===== config.mk =====
export PLATFORM = sky130hd
export DESIGN_NAME = irq_countdown_timer
export DESIGN_NICKNAME = d
export VERILOG_FILES = /design/src/rtl/cdt_pkg.sv /design/src/rtl/cdt_rst_sync.sv /design/src/rtl/cdt_prescaler.sv /design/src/rtl/cdt_counter.sv /design/src/rtl/cdt_pending.sv /design/src/rtl/irq_countdown_timer.sv
export SDC_FILE = /design/constraint.sdc
export NUM_CORES = 1
export LEC_CHECK = 0
export BUFFER_PORTS_ARGS = -buffer_cell sky130_fd_sc_hd__buf_2
export CORE_MARGIN = 2
export CORE_UTILIZATION = 45
export CTS_CLUSTER_DIAMETER = 100
export DETAILED_ROUTE_END_ITERATION = 7
export PLACE_DENSITY = 0.76
export SETUP_SLACK_MARGIN = 0.5
export SYNTH_ARGS = -nofsm -noshare
export SYNTH_HDL_FRONTEND = slang
export SYNTH_SLANG_ARGS = --single-unit

===== constraint.sdc =====
create_clock -name clk -period 5.5 [get_ports clk]
set_input_delay 0.55 -clock clk [delete_from_list [all_inputs] [get_ports clk]]
set_output_delay 0.55 -clock clk [all_outputs]
set_load 0.02 [all_outputs]

===== src/rtl/cdt_pkg.sv =====
`timescale 1ns/1ps
package cdt_pkg;
  localparam int REG_W       = 32;
  localparam int VEC_W       = 8;
  localparam int DIVCFG_W    = 4;
  localparam int SHIFT_W     = 3;
  localparam int MASK_BIT    = 16;
  localparam int PERIOD_BIT  = 17;
  localparam logic [REG_W-1:0] VEC_KEEP  = 32'h0003_10FF;
  localparam logic [REG_W-1:0] VEC_RESET = 32'h0001_0000;

  typedef enum logic [1:0] {
    A_VEC  = 2'd0,
    A_INIT = 2'd1,
    A_CUR  = 2'd2,
    A_DIV  = 2'd3
  } reg_addr_e;

  // divider exponent: bit 2 of the code is ignored, value wraps modulo 8
  function automatic logic [SHIFT_W-1:0] div_shift(input logic [DIVCFG_W-1:0] code);
    logic [SHIFT_W-1:0] sel;
    sel = {code[3], code[1:0]};
    return sel + SHIFT_W'(1);
  endfunction
endpackage


===== src/rtl/cdt_rst_sync.sv =====
`timescale 1ns/1ps
module cdt_rst_sync #(
  parameter int STAGES = 2
) (
  input  logic clk,
  input  logic rst_n_in,
  output logic rst_n_out
);
  logic [STAGES-1:0] sync_q;

  always_ff @(posedge clk or negedge rst_n_in) begin
    if (!rst_n_in) sync_q <= '0;
    else           sync_q <= {sync_q[STAGES-2:0], 1'b1};
  end

  assign rst_n_out = sync_q[STAGES-1];
endmodule


===== src/rtl/cdt_prescaler.sv =====
`timescale 1ns/1ps
module cdt_prescaler #(
  parameter int SHIFT_W = 3
) (
  input  logic               clk,
  input  logic               rst_n,
  input  logic               restart,
  input  logic               run,
  input  logic [SHIFT_W-1:0] shift,
  output logic               tick
);
  localparam int PRE_W = (1 << SHIFT_W) - 1;
  localparam logic [PRE_W-1:0] ONES = '1;

  logic [PRE_W-1:0] cnt_q, cnt_d, lim;
  logic             cnt_en;

  always_comb begin
    lim    = ONES >> (PRE_W - int'(shift));
    tick   = run && !restart && (cnt_q >= lim);
    cnt_en = 1'b1;
    if (restart || !run || tick) cnt_d = '0;
    else                         cnt_d = cnt_q + PRE_W'(1);
  end

  always_ff @(posedge clk or negedge rst_n) begin
    if (!rst_n)      cnt_q <= '0;
    else if (cnt_en) cnt_q <= cnt_d;
  end


  div_one_chk: assert property (@(posedge clk) disable iff (!rst_n)
    (run && !restart && shift == '0) |-> tick);
endmodule


===== src/rtl/cdt_counter.sv =====
`timescale 1ns/1ps
module cdt_counter #(
  parameter int CNT_W = 32
) (
  input  logic             clk,
  input  logic             rst_n,
  input  logic             load,
  input  logic [CNT_W-1:0] load_val,
  input  logic [CNT_W-1:0] init_val,
  input  logic             tick,
  input  logic             periodic,
  output logic [CNT_W-1:0] cur,
  output logic             active,
  output logic             expire
);
  logic [CNT_W-1:0] cur_q, cur_d;
  logic             act_q, act_d, cnt_en;

  always_comb begin
    cur_d  = cur_q;
    act_d  = act_q;
    expire = act_q && tick && !load && (cur_q == CNT_W'(1));
    cnt_en = load || (act_q && tick);
    if (load) begin
      cur_d = load_val;
      act_d = |load_val;
    end else if (expire) begin
      cur_d = periodic ? init_val : '0;
      act_d = periodic;
    end else if (act_q && tick) begin
      cur_d = cur_q - CNT_W'(1);
    end
  end

  always_ff @(posedge clk or negedge rst_n) begin
    if (!rst_n) begin
      cur_q <= '0;
      act_q <= 1'b0;
    end else if (cnt_en) begin
      cur_q <= cur_d;
      act_q <= act_d;
    end
  end

  assign cur    = cur_q;
  assign active = act_q;


  oneshot_hold_chk: assert property (@(posedge clk) disable iff (!rst_n)
    (!act_q && !load) |=> $stable(cur_q));

  zero_load_chk: assert property (@(posedge clk) disable iff (!rst_n)
    (load && load_val == '0) |=> (cur_q == '0 && !act_q));

  periodic_reload_chk: assert property (@(posedge clk) disable iff (!rst_n)
    (expire && periodic) |=> (cur_q == $past(init_val)));
endmodule


===== src/rtl/cdt_pending.sv =====
`timescale 1ns/1ps
module cdt_pending #(
  parameter int PEND_W = 4
) (
  input  logic clk,
  input  logic rst_n,
  input  logic inc,
  input  logic dec,
  input  logic clr,
  output logic nonzero
);
  localparam logic [PEND_W-1:0] PMAX = '1;

  logic [PEND_W-1:0] pend_q, pend_d;
  logic              dec_ok, pend_en;

  always_comb begin
    dec_ok  = dec && (pend_q != '0);
    pend_en = clr || inc || dec_ok;
    pend_d  = pend_q;
    if (clr)                  pend_d = '0;
    else if (inc && !dec_ok)  pend_d = (pend_q == PMAX) ? PMAX : pend_q + PEND_W'(1);
    else if (dec_ok && !inc)  pend_d = pend_q - PEND_W'(1);
  end

  always_ff @(posedge clk or negedge rst_n) begin
    if (!rst_n)       pend_q <= '0;
    else if (pend_en) pend_q <= pend_d;
  end

  assign nonzero = (pend_q != '0);


  pend_dec_chk: assert property (@(posedge clk) disable iff (!rst_n)
    (dec_ok && !inc && !clr) |=> (pend_q == $past(pend_q) - PEND_W'(1)));

  pend_sat_chk: assert property (@(posedge clk) disable iff (!rst_n)
    (inc && !dec && !clr && pend_q == PMAX) |=> (pend_q == PMAX));

  pend_clr_chk: assert property (@(posedge clk) disable iff (!rst_n)
    clr |=> (pend_q == '0));
endmodule


===== src/rtl/irq_countdown_timer.sv =====
`timescale 1ns/1ps
module irq_countdown_timer #(
  parameter int PEND_W      = 4,
  parameter int SYNC_STAGES = 2
) (
  input  logic        clk,
  input  logic        rst_n,
  input  logic        sw_en,
  input  logic        reg_wr,
  input  logic [1:0]  reg_addr,
  input  logic [31:0] reg_wdata,
  output logic [31:0] reg_rdata,
  output logic        irq_req,
  output logic [7:0]  irq_vec,
  input  logic        irq_ack
);
  import cdt_pkg::*;

  logic                rst_n_s;
  logic [REG_W-1:0]    vec_q, vec_d, init_q, cur;
  logic [DIVCFG_W-1:0] div_q;
  logic                swen_q;
  logic                wr_vec, wr_init, wr_div, sw_fall, vec_en;
  logic                tick, active, expire, pend_nz;

  cdt_rst_sync #(.STAGES(SYNC_STAGES)) u_rst (
    .clk(clk), .rst_n_in(rst_n), .rst_n_out(rst_n_s));

  always_comb begin
    wr_vec  = reg_wr && (reg_addr == A_VEC);
    wr_init = reg_wr && (reg_addr == A_INIT);
    wr_div  = reg_wr && (reg_addr == A_DIV);
    sw_fall = swen_q && !sw_en;
    vec_en  = wr_vec || sw_fall;
    vec_d   = vec_q;
    if (wr_vec) begin
      vec_d = reg_wdata & VEC_KEEP;
      if (!sw_en) vec_d[MASK_BIT] = 1'b1;
    end else if (sw_fall) begin
      vec_d[MASK_BIT] = 1'b1;
    end
  end

  always_ff @(posedge clk or negedge rst_n_s) begin
    if (!rst_n_s) begin
      vec_q  <= VEC_RESET;
      init_q <= '0;
      div_q  <= '0;
      swen_q <= 1'b0;
    end else begin
      swen_q <= sw_en;
      if (vec_en)  vec_q  <= vec_d;
      if (wr_init) init_q <= reg_wdata;
      if (wr_div)  div_q  <= reg_wdata[DIVCFG_W-1:0];
    end
  end

  cdt_prescaler #(.SHIFT_W(SHIFT_W)) u_pre (
    .clk(clk), .rst_n(rst_n_s), .restart(wr_init), .run(active),
    .shift(div_shift(div_q)), .tick(tick));

  cdt_counter #(.CNT_W(REG_W)) u_cnt (
    .clk(clk), .rst_n(rst_n_s), .load(wr_init), .load_val(reg_wdata),
    .init_val(init_q), .tick(tick), .periodic(vec_q[PERIOD_BIT]),
    .cur(cur), .active(active), .expire(expire));

  cdt_pending #(.PEND_W(PEND_W)) u_pend (
    .clk(clk), .rst_n(rst_n_s), .inc(expire), .dec(irq_req && irq_ack),
    .clr(sw_fall), .nonzero(pend_nz));

  assign irq_req = !vec_q[MASK_BIT] && pend_nz;
  assign irq_vec = vec_q[VEC_W-1:0];

  always_comb begin
    case (reg_addr)
      A_VEC:   reg_rdata = vec_q;
      A_INIT:  reg_rdata = init_q;
      A_CUR:   reg_rdata = cur;
      default: reg_rdata = {{(REG_W-DIVCFG_W){1'b0}}, div_q};
    endcase
  end


  mask_on_fall_chk: assert property (@(posedge clk) disable iff (!rst_n_s)
    $fell(sw_en) |=> vec_q[MASK_BIT]);

  vec_fields_chk: assert property (@(posedge clk) disable iff (!rst_n_s)
    wr_vec |=> ((vec_q & ~VEC_KEEP) == '0));
endmodule


==> impl_results.md, run 1 <==
* CP endpoint kind: flop
* Unique masters post-synth at 52
* Via count at between 5,000 and 6,000
* Net Count, Synth at ~690
* Most frequent CP cell: ha_1
* Top post-synthesis cells by area: dfrtp_1 41%, nand2_1 10%, xor2_1 3.4%, ha_1 3.3%, a22o_1 3.2%
* Number of buffers added on ports at slightly below 80
* Final Util at about half
* Die X at 117 um
* Yosys warns at 0
* Fin nets at 748
* Lkg Pwr at between 3 and 4 nW
* RSZ-0062 raised after global routing: false
* Worst path max stage delay at 1.03 ns
* Post-Route WL at around 17 mm
* Post-synthesis async set-or-reset flop share at 100%
* Vias in the first global route at around 5,100
* Max VDD drop at roughly 170 uV
* CP Cell Sequence: ha_1, inv_1, ha_1, nor2b_1, ha_1, nand2_1, o21ai_0, o211ai_1, a2111oi_4, nand2_1, nand4_1
* Post-Layout Cell Count at between 800 and 900
* Layout area overhead at 14.1%
* IO Pins at 80
* Critical path arrival at 3.94 ns
* DR iter-0 viols at between 400 and 500
* Reg-to-Reg Start: div_q[1]
* Setup TNS at 0 ns
* Pin count of the biggest net entering global routing at 55
* Yosys top cell area share at about two fifths
* Drt pass-1 iters at 6
* Initial Util at 45.6%
* Rel. slew slack at approximately 25%
* Maximum clock insertion buffer count at 2
* Max_cap viols at 0
* CTS tree: yes
* Power density over the cells at between 300 and 400 nW/um2
* Top cells by count, synth: 156 x nand2_1, 93 x dfrtp_1, 33 x nand3_1, 28 x nor2_1, 26 x clkbuf_1
* Final min period at between 3 and 4 ns
* First-pass GRT wire length at roughly 26 mm
* CP Buf/Inv Count at 1
* CP Data Required Time at just under 6 ns
* Most common cell in the netlist: nand2_1
* Clock Latency Late Sink at ~0.35 ns
* H-tree levels at 3
* Max-slew violations at 0
* Crit path kind: flop to flop
* Die Y at ~120 um
* HPWL Detailed at between 10 and 15 mm
* Final WS setup at roughly 1.8 ns
* Clk_skew at 0.0104 ns
* Top_reg_cell synth: dfrtp_1
* Num CTS Buffers at 9
* Initial antenna violation count at 0
* DIE AREA at between 10,000 and 15,000 um2
* Clk pin slew, worst setup/hold paths at about 0.070 ns
* Gr ovfl total at 0
* Gate Count Post-Synth at approximately 640
* Flops & latches, synth at 94
* Fmax at about 270 MHz
* Sink Count at 94
* # DRC at 0
* Core Area at between 10,000 and 15,000 um2
* Critical Path Start: div_q[1]
* FP Rows at 41
* Ratio of final minimum period to clock period at between 60% and 70%
* Status: completed
* Worst-Margin Slew at between 1 and 1.5 ns
* Gates resized, CTS repair at 0
* Final hold vios at 0
* CP max stage cell: a2111oi_4
* Total Power Consumption at between 0.002 and 0.003 W
* Vias per cell at a little over 6
* Sequential area share after synthesis at 41.3%
* GRT Overall Usage at around 25%
* EDFF count, synth at 0
* DP Cell Count at 854
* CP top delay family: compound AO/OA/AOI/OAI gates
* Cell area after synthesis at approximately 5700 um2
* Antenna cells at 0
* Final setup vio count at 0
* Routability cong. at 0.857
* CTS Root Cell: clkbuf_16
* Min-Delay Path Class: flop to async pin
* Worst-path fanout max at 15
* Avg Inst Size Synth at about 8.9 um2
* Drt wl/cell at 19.0 um
* Area leader, netlist: dfrtp_1
* Layout cells sized above 1 at roughly a fifth
* Pre-CTS setup slack at 1.89 ns
* Critical Path Start Type: flop
* Final ANT Viol Nets at 0
==> worst paths after layout <==
kind / depth (start not counted) / end / slack (ns)
setup / recovery: 11 / u_cnt.cur[18] / 1.85
hold / removal: 0 / init_q[5] / 0.31
setup reg to reg: 11 / u_cnt.cur[18] / 1.85
hold reg to reg: 0 / init_q[5] / 0.31
max in group asynchronous: 1 / init_q[28] / 4.09
min in group clk: 1 / swen_q / 0.35
==> logic make-up after synthesis <==
group	Yosys count	share of synthesized area [%]
other	1	0.0658
buffers and inverters	59	4.94
multiplexers	27	5.92
flip-flops	94	41.3
AO/OA/AOI/OAI	98	13.3
AND/OR/NAND/NOR	311	26.0
XOR/XNOR	33	5.07
adder cells (fa/ha/maj)	16	3.47
==> layout make-up <==
cell class / count / area, um2
inverter: 15 / 56.3
clock buffer: 11 / 243
sequential: 94 / 2360
multi-input combinational: 486 / 3090
timing repair buffer: 88 / 465
tap: 172 / 215
clock inverter: 5 / 81.3
fill: 1212 / 6010
==> routing by layer <==
metal	GRT usage [%]	part of all wire (%)	wire [um]
met1	33.7	41	6810
met2	41.2	49	8010
met3	4.51	7.9	1310
met4	9.49	2.4	389
met5	0	0	0
==> power breakdown <==
group / internal (W) / total, W / switching [W]
clock network: 0.000412 / 0.000686 / 0.000274
registers: 0.000838 / 0.00106 / 0.000226
logic: 0.000322 / 0.000755 / 0.000434
==> cells in the final DEF, fill, tap and decap left out, drive strengths merged, types with 9 or more instances in the layout <==
master,netlist,routed
mux2,14,14
nand2,156,156
a22o,21,21
nor2,28,28
mux2i,9,9
a31oi,10,10
nand4,23,23
nand3,33,33
ha,15,15
nor4,17,17
nor3,18,18
inv,15,16
o21ai,16,16
clkbuf,26,11
dfrtp,93,93
buf,18,87
xnor2,11,11
a21oi,11,11
xor2,22,22
==> through the flow <==
| step | instance area, um2 | hold WS (ns) |
|---|---|---|
| after floorplan | 5700 | 0.254 |
| final | 6500 | 0.305 |
| after detailed placement | 6170 | 0.317 |
| after CTS | 6500 | 0.324 |
| after global placement | 6170 | 0.318 |
| after global routing | 6500 | 0.350 |
==> registers in the layout, summed over array words and instances, names as in the netlist, 2 cells and up <==
register	count
u_cnt.cur	32
u_rst.sync_q	2
u_pre.cnt_q	7
vec_q	11
init_q	32
u_pend.pend_q	4
div_q	4
==> what timing repair did <==
item,in CTS,in global routing
hold buffers,1,0
buffers inserted,0,0
endpoints found under the hold margin,2,0
No activity file was read; power rests on OpenSTA's default activity.
==> run 2: changes to the inputs <==
--- a/config.mk
+++ b/config.mk
@@ -10,7 +10,7 @@
 export CORE_UTILIZATION = 45
 export CTS_CLUSTER_DIAMETER = 100
 export DETAILED_ROUTE_END_ITERATION = 7
-export PLACE_DENSITY = 0.76
+export PLACE_DENSITY = 0.79
 export SETUP_SLACK_MARGIN = 0.5
 export SYNTH_ARGS = -nofsm -noshare
 export SYNTH_HDL_FRONTEND = slang
==> constraint.sdc (replaced) <==
create_clock -name clk -period 3.02 [get_ports clk]
set_input_delay 0.302 -clock clk [delete_from_list [all_inputs] [get_ports clk]]
set_output_delay 0.302 -clock clk [all_outputs]
set_load 0.02 [all_outputs]
==> run 2 against run 1 <==
Against the previous run: via count is 1.3% lower; global-route usage down 0.65 points; core utilization increased by 2.9 points; sequential share of layout area down 1.9 points; cell count grew 2.5%; routed wire length is 2.3% lower; cell area grew 5.5%; combinational power rose by 100%; critical endpoint is now u_pend.pend_q[0]; largest cell class unchanged.
==> impl_results.md, run 2 (synthesis gave the netlist of run 1 again) <==
* CTS tree: yes
* Post-Layout Cell Count at 893 (+2.5%)
* Routability cong. at 0.869 (+1.4%)
* DR iter-0 viols at 416 (-9.2%)
* GRT Overall Usage at 24.6% (-0.65 points)
* Die X at 117 um (unchanged)
* Gr ovfl total at 0 (unchanged)
* Crit path kind: flop to flop
* Antenna cells at 0 (unchanged)
* Sink Count at 94 (unchanged)
* Via count at 5,196 (-1.3%)
* IO Pins at 80 (unchanged)
* Met2 wire length at 7.98 mm (-0.35%)
* Commonest cells after routing, fill and taps aside: 147 x nand2_1, 92 x dfrtp_1, 79 x buf_2
* Combinational power share at 32.2% (+2.1 points)
* FP Rows at 41 (unchanged)
* Final ANT Viol Nets at 0 (unchanged)
* Status: completed
* Sw frac at 36.9% (-0.39 points)
* Drt wl/cell at 18.1 um (-4.7%)
* Final setup vio count at 0 (unchanged)
* Number of buffers added on ports at 79 (unchanged)
* Fin nets at 770 (+2.9%)
* Critical path arrival at 2.92 ns (-1.02 ns)
* Final hold vios at 0 (unchanged)
* DIE AREA at 13,600 um2 (unchanged)
* Maximum clock insertion buffer count at 2 (unchanged)
* Switch Pwr at 0.00173 W (+85%)
* Clk_skew at 0.00555 ns (-0.00489 ns)
* Die Y at 117 um (unchanged)
* CP endpoint kind: flop
* Critical Path Start Type: flop
* Rel. slew slack at 51.5% (+27 points)
* Max-slew violations at 0 (unchanged)
* Worst-path fanout max at 8 (-7)
* Vias per cell at 5.82 (-3.7%)
* RSZ-0062 raised after global routing: true
* Met1 WL at 6.72 mm (-1.3%)
* Layout area overhead at 20.4%
* Max_cap viols at 0 (unchanged)
* Initial antenna violation count at 0 (unchanged)
* Fmax at 370 MHz (+35%)
* Total Power Consumption at 0.00468 W (+87%)
* Ratio of final minimum period to clock period at 89.6% (+23 points)
* Final min period at 2.71 ns (-0.946 ns)
* Initial Util at 45.6% (unchanged)
* Commonest non-fill, non-tap cell in the layout: nand2_1
* # DRC at 0 (unchanged)
* Clock Latency Late Sink at 0.35 ns (about the same)
* Sequential power share at 41.6% (-0.9 points)
* Setup TNS at 0 ns (unchanged)
* H-tree levels at 3 (unchanged)
* First-pass GRT wire length at 25.8 mm (-2.1%)
* Internal power at 0.00295 W (+88%)
* Clk pin slew, worst setup/hold paths at 0.06 ns (about the same)
* Core Area at 12,500 um2 (unchanged)
* CP Data Required Time at 3.23 ns (-2.55 ns)
* Vias in the first global route at 4,976 (-2.0%)
* Met3 wire len at 1.02 mm (-22%)
* Lkg Pwr at 3.18 nW (+5.7%)
* CTS Root Cell: clkbuf_16
* Max VDD drop at 353 uV (+110%)
* HPWL Detailed at 11.0 mm (-1.5%)
* Top layer in use: met4
* DP Cell Count at 867 (+1.5%)
* Min-Delay Path Class: input port to flop
* Pin count of the biggest net entering global routing at 53 (-3.6%)
* Power density over the cells at 681 nW/um2 (+77%)
* Layout cells sized above 1 at 27.0% (+6.9 points)
* Drt pass-1 iters at 5 (-1)
* Post-Route WL at 16.1 mm (-2.3%)
* Clk pwr share at 26.1% (-1.3 points)
* Worst-Margin Slew at 0.722 ns (-0.403 ns)
* Num CTS Buffers at 9 (unchanged)
-- run 2: path summary, 6_finish.rpt --
| path | from | endpoint | slack, ns | depth (start not counted) |
|---|---|---|---|---|
| setup / recovery | div_q[0] | u_pend.pend_q[0] | 0.31 | 11 |
| hold / removal | sw_en | swen_q | 0.09 | 1 |
| setup reg to reg | div_q[0] | u_pend.pend_q[0] | 0.31 | 11 |
| hold reg to reg | u_rst.sync_q[0] | u_rst.sync_q[1] | 0.35 | 0 |
| max in group asynchronous | u_rst.sync_q[1] | u_pend.pend_q[2] | 1.90 | 1 |
| min in group asynchronous | rst_n | u_rst.sync_q[1] | 0.26 | 2 |
-- run 2: final cells by class --
| type | count | area, um2 |
|---|---|---|
| clock buffers | 10 | 239 |
| clock inverters | 6 | 83.8 |
| fillers | 1107 | 5650 |
| inverters | 15 | 56.3 |
| multi-input cells | 487 | 3250 |
| flip-flops and latches | 94 | 2360 |
| well taps | 172 | 215 |
| repair buffers | 109 | 661 |
-- run 2: worst max-delay path, cell delays in order (launching register included) --
cell	delay (ns)
dfrtp_1	0.38
ha_2	0.20
inv_2	0.07
ha_4	0.21
or2_4	0.26
ha_4	0.26
and3_4	0.18
o211ai_1	0.11
buf_4	0.21
a211o_1	0.36
a221oi_2	0.26
a211oi_1	0.06
-- run 2: layer usage --
metal  GRT usage [%]  up-vias
li1                -     2431
met1            33.3     2506
met2            40.2      227
met3            3.84       32
met4            9.02        0
met5               0        -
-- run 2: stage by stage --
stage	setup WS (ns)	instance area (um2)	hold slack, ns	util (%)
3_3_place_gp	0.178	6310	0.0886	50.4
4_1_cts	0.358	6770	0.0828	54.1
2_1_floorplan	0.284	5770	0.00641	-
6_report	0.314	6870	0.0906	54.8
5_1_grt	0.206	6870	0.0884	54.8
3_5_place_dp	0.0828	6310	0.0891	50.4
-- run 2: power by group through the flow --
stage / Clock (W) / Combinational [W] / Sequential (W)
2_1_floorplan: 0 / 0.00112 / 0.00182
3_5_place_dp: 0 / 0.00139 / 0.00195
6_report: 0.00122 / 0.00151 / 0.00195
3_3_place_gp: 0 / 0.00135 / 0.00194
4_1_cts: 0.00124 / 0.00146 / 0.00193
5_1_grt: 0.00130 / 0.00166 / 0.00199
-- run 2: repair_timing --
item,in CTS,in global routing
resized for setup,19,27
pin swaps,13,9
hold buffers,1,0
cloned,2,0
buffers inserted,7,0
endpoints found under the setup margin,44,44
hold endpoints to repair,2,0
==> run 3: changes to the inputs <==
--- a/config.mk
+++ b/config.mk
@@ -10,6 +10,7 @@
 export CORE_UTILIZATION = 45
 export CTS_CLUSTER_DIAMETER = 100
 export DETAILED_ROUTE_END_ITERATION = 7
+export HOLD_SLACK_MARGIN = 0.12
 export PLACE_DENSITY = 0.79
 export SETUP_SLACK_MARGIN = 0.5
 export SYNTH_ARGS = -nofsm -noshare
==> run 3 against run 2 <==
Against the previous run: first-iteration DRC count shrank 8.9%; clock power hardly changed; largest cell class unchanged; cell area is 0.15% higher; die area unchanged; flip-flop and latch count is the same; clock skew is 0.0025 ns higher; highest routed layer unchanged; sequential power hardly changed; global-route usage stayed put; core utilization is 0.080 points higher.
==> impl_results.md, run 3 (synthesis gave the netlist of run 1 again) <==
* Worst-Margin Slew at 0.714 ns (-0.00721 ns)
* Via count at 5,202 (+0.12%)
* Layout cells sized above 1 at 27.0% (-0.037 points)
* Fmax at 370 MHz (about the same)
* HPWL Detailed at 11.0 mm (unchanged)
* Most frequent CP cell: ha_4
* First-pass GRT wire length at 25.8 mm (unchanged)
* CTS tree: yes
* Vias in the first global route at 4,976 (unchanged)
* Core Area at 12,500 um2 (unchanged)
* Rel. slew slack at 51.9% (+0.49 points)
* Final WS setup at 0.314 ns (-0.0000800 ns)
* Max_cap viols at 0 (unchanged)
* Number of buffers added on ports at 79 (unchanged)
* Met2 GRT Util at 40.2% (unchanged)
* RSZ-0062 raised after global routing: true
* Post-Layout Cell Count at 894 (+0.11%)
* DIE AREA at 13,600 um2 (unchanged)
* CTS Root Cell: clkbuf_16
* Layout fillers at 1,108 (+0.090%)
* CP Cell Sequence: ha_2, inv_2, ha_4, or2_4, ha_4, and3_4, o211ai_1, buf_4, a211o_1, a221oi_2, a211oi_1
* Global-route layer with the greatest usage: met2
* Worst-path fanout max at 8 (unchanged)
* Worst hold endpoint: init_q[9]
* Hold_ws at 0.172 ns (+0.0816 ns)
* CP endpoint kind: flop
* Drt pass-1 iters at 5 (unchanged)
* Pin count of the biggest net entering global routing at 53 (unchanged)
* Critical Path Start: div_q[0]
* R2r worst-path depth at 11 (unchanged)
* IO Pins at 80 (unchanged)
* Met3 GRT Util at 3.84% (unchanged)
* Fin nets at 771 (+0.13%)
* Setup TNS at 0 ns (unchanged)
* Drt wl/cell at 18.1 um (+0.16%)
* Final min period at 2.71 ns (+0.0000800 ns)
* DP Cell Count at 867 (unchanged)
* Max VDD drop at 354 uV (+0.30%)
* Antenna cells at 0 (unchanged)
* Commonest non-fill, non-tap cell in the layout: nand2_1
* Gr ovfl total at 0 (unchanged)
* CP max stage cell: dfrtp_1
* Vias per cell at 5.82 (about the same)
* FP Rows at 41 (unchanged)
* Die Y at 117 um (unchanged)
* Status: completed
* DR iter-0 viols at 379 (-8.9%)
* Critical path arrival at 2.92 ns (about the same)
* # DRC at 0 (unchanged)
* Pre-CTS setup slack at 0.0828 ns (unchanged)
* Layout area overhead at 20.6%
* Reg-to-Reg End: u_pend.pend_q[0]
* Die X at 117 um (unchanged)
* Crit path kind: flop to flop
* GRT Overall Usage at 24.6% (unchanged)
* Met1 Usage GRT at 33.3% (unchanged)
* Worst path max stage delay at 0.38 ns (about the same)
* Initial antenna violation count at 0 (unchanged)
* Sink Count at 94 (unchanged)
* Hold path depth at 3 (+2)
* Post-Route WL at 16.2 mm (+0.27%)
* Clk pin slew, worst setup/hold paths at 0.06 ns (about the same)
* Min-Delay Path Class: input port to flop
* Lkg Pwr at 3.18 nW (+0.13%)
* Initial Util at 45.6% (unchanged)
* Power density over the cells at 682 nW/um2 (about the same)
* Final setup vio count at 0 (unchanged)
* Max-slew violations at 0 (unchanged)
* Final Util at 54.9% (+0.080 points)
* Reg-to-Reg Start: div_q[0]
* Ratio of final minimum period to clock period at 89.6% (about the same)
* Num CTS Buffers at 9 (unchanged)
* R2R Setup Slk at 0.31 ns (about the same)
* CP Data Required Time at 3.24 ns (about the same)
* Clk_skew at 0.00809 ns (+0.00255 ns)
* Commonest cells after routing, fill and taps aside: 147 x nand2_1, 92 x dfrtp_1, 79 x buf_2
* Final ANT Viol Nets at 0 (unchanged)
* Maximum clock insertion buffer count at 2 (unchanged)
* Critical Path Start Type: flop
* H-tree levels at 3 (unchanged)
* Hold Startpoint: reg_wdata[9]
* Final hold vios at 0 (unchanged)
* Clock Latency Late Sink at 0.35 ns (about the same)
* Routability cong. at 0.869 (unchanged)
[run 3: cell count changes in the layout (fill, tap and decap cells not counted), sizes merged]
cell and delta:
dlygate4sd3 +1
[run 3: cell type report]
class                           count  area, um2  share of cell area (%)
Multi-Input combinational cell    487       3250                    47.3
Sequential cell                    94       2360                    34.3
Timing Repair Buffer              110        671                    9.75
Clock buffer                       10        239                    3.48
Tap cell                          172        215                    3.13
Clock inverter                      6       83.8                    1.22
Inverter                           15       56.3                   0.819
[run 3: layer usage]
metal | part of all wire, % | wire length, um
met1 | 42 | 6810
met2 | 49 | 7950
met3 | 5.9 | 961
met4 | 2.8 | 449
met5 | 0 | 0
[run 3: metrics by stage]
step	instance area [um2]	total power [W]
floorplan	5770	0.00294
global placement	6310	0.00329
detailed placement	6310	0.00334
CTS	6780	0.00463
global route	6880	0.00496
finish	6880	0.00469
[run 3: how the worst max path moves through the flow]
| stage | to | slack [ns] |
|---|---|---|
| after floorplan | u_cnt.cur[17] | 0.28 |
| after global placement | u_cnt.cur[7] | 0.18 |
| after detailed placement | u_cnt.cur[1] | 0.08 |
| after CTS | u_cnt.cur[20] | 0.36 |
| after global routing | u_pend.pend_q[0] | 0.21 |
| final | u_pend.pend_q[0] | 0.31 |
[run 3: what timing repair did]
action	CTS	global route
resized for setup	19	27
endpoints found under the hold margin	3	0
hold buffers	2	0
pin swaps	13	9
endpoints found under the setup margin	44	44
setup buffers	7	0
cloned	2	0
[run 3: critical path: cells and delay by family (launching register included)]
family                     cells  cell delay (ns)
buffers and inverters          2             0.28
adders and majority gates      3             0.67
and+or+nand+nor                2             0.44
AOI/OAI and AO/OA              4             0.79
DFF                            1             0.38
[run 3: power breakdown]
part	leakage [nW]	switching (W)	total, W	internal (W)
clock network	0.163	0.000485	0.00123	0.000746
registers	1.17	0.000420	0.00195	0.00153
logic	1.85	0.000829	0.00151	0.000681
total	3.18	0.00173	0.00469	0.00295
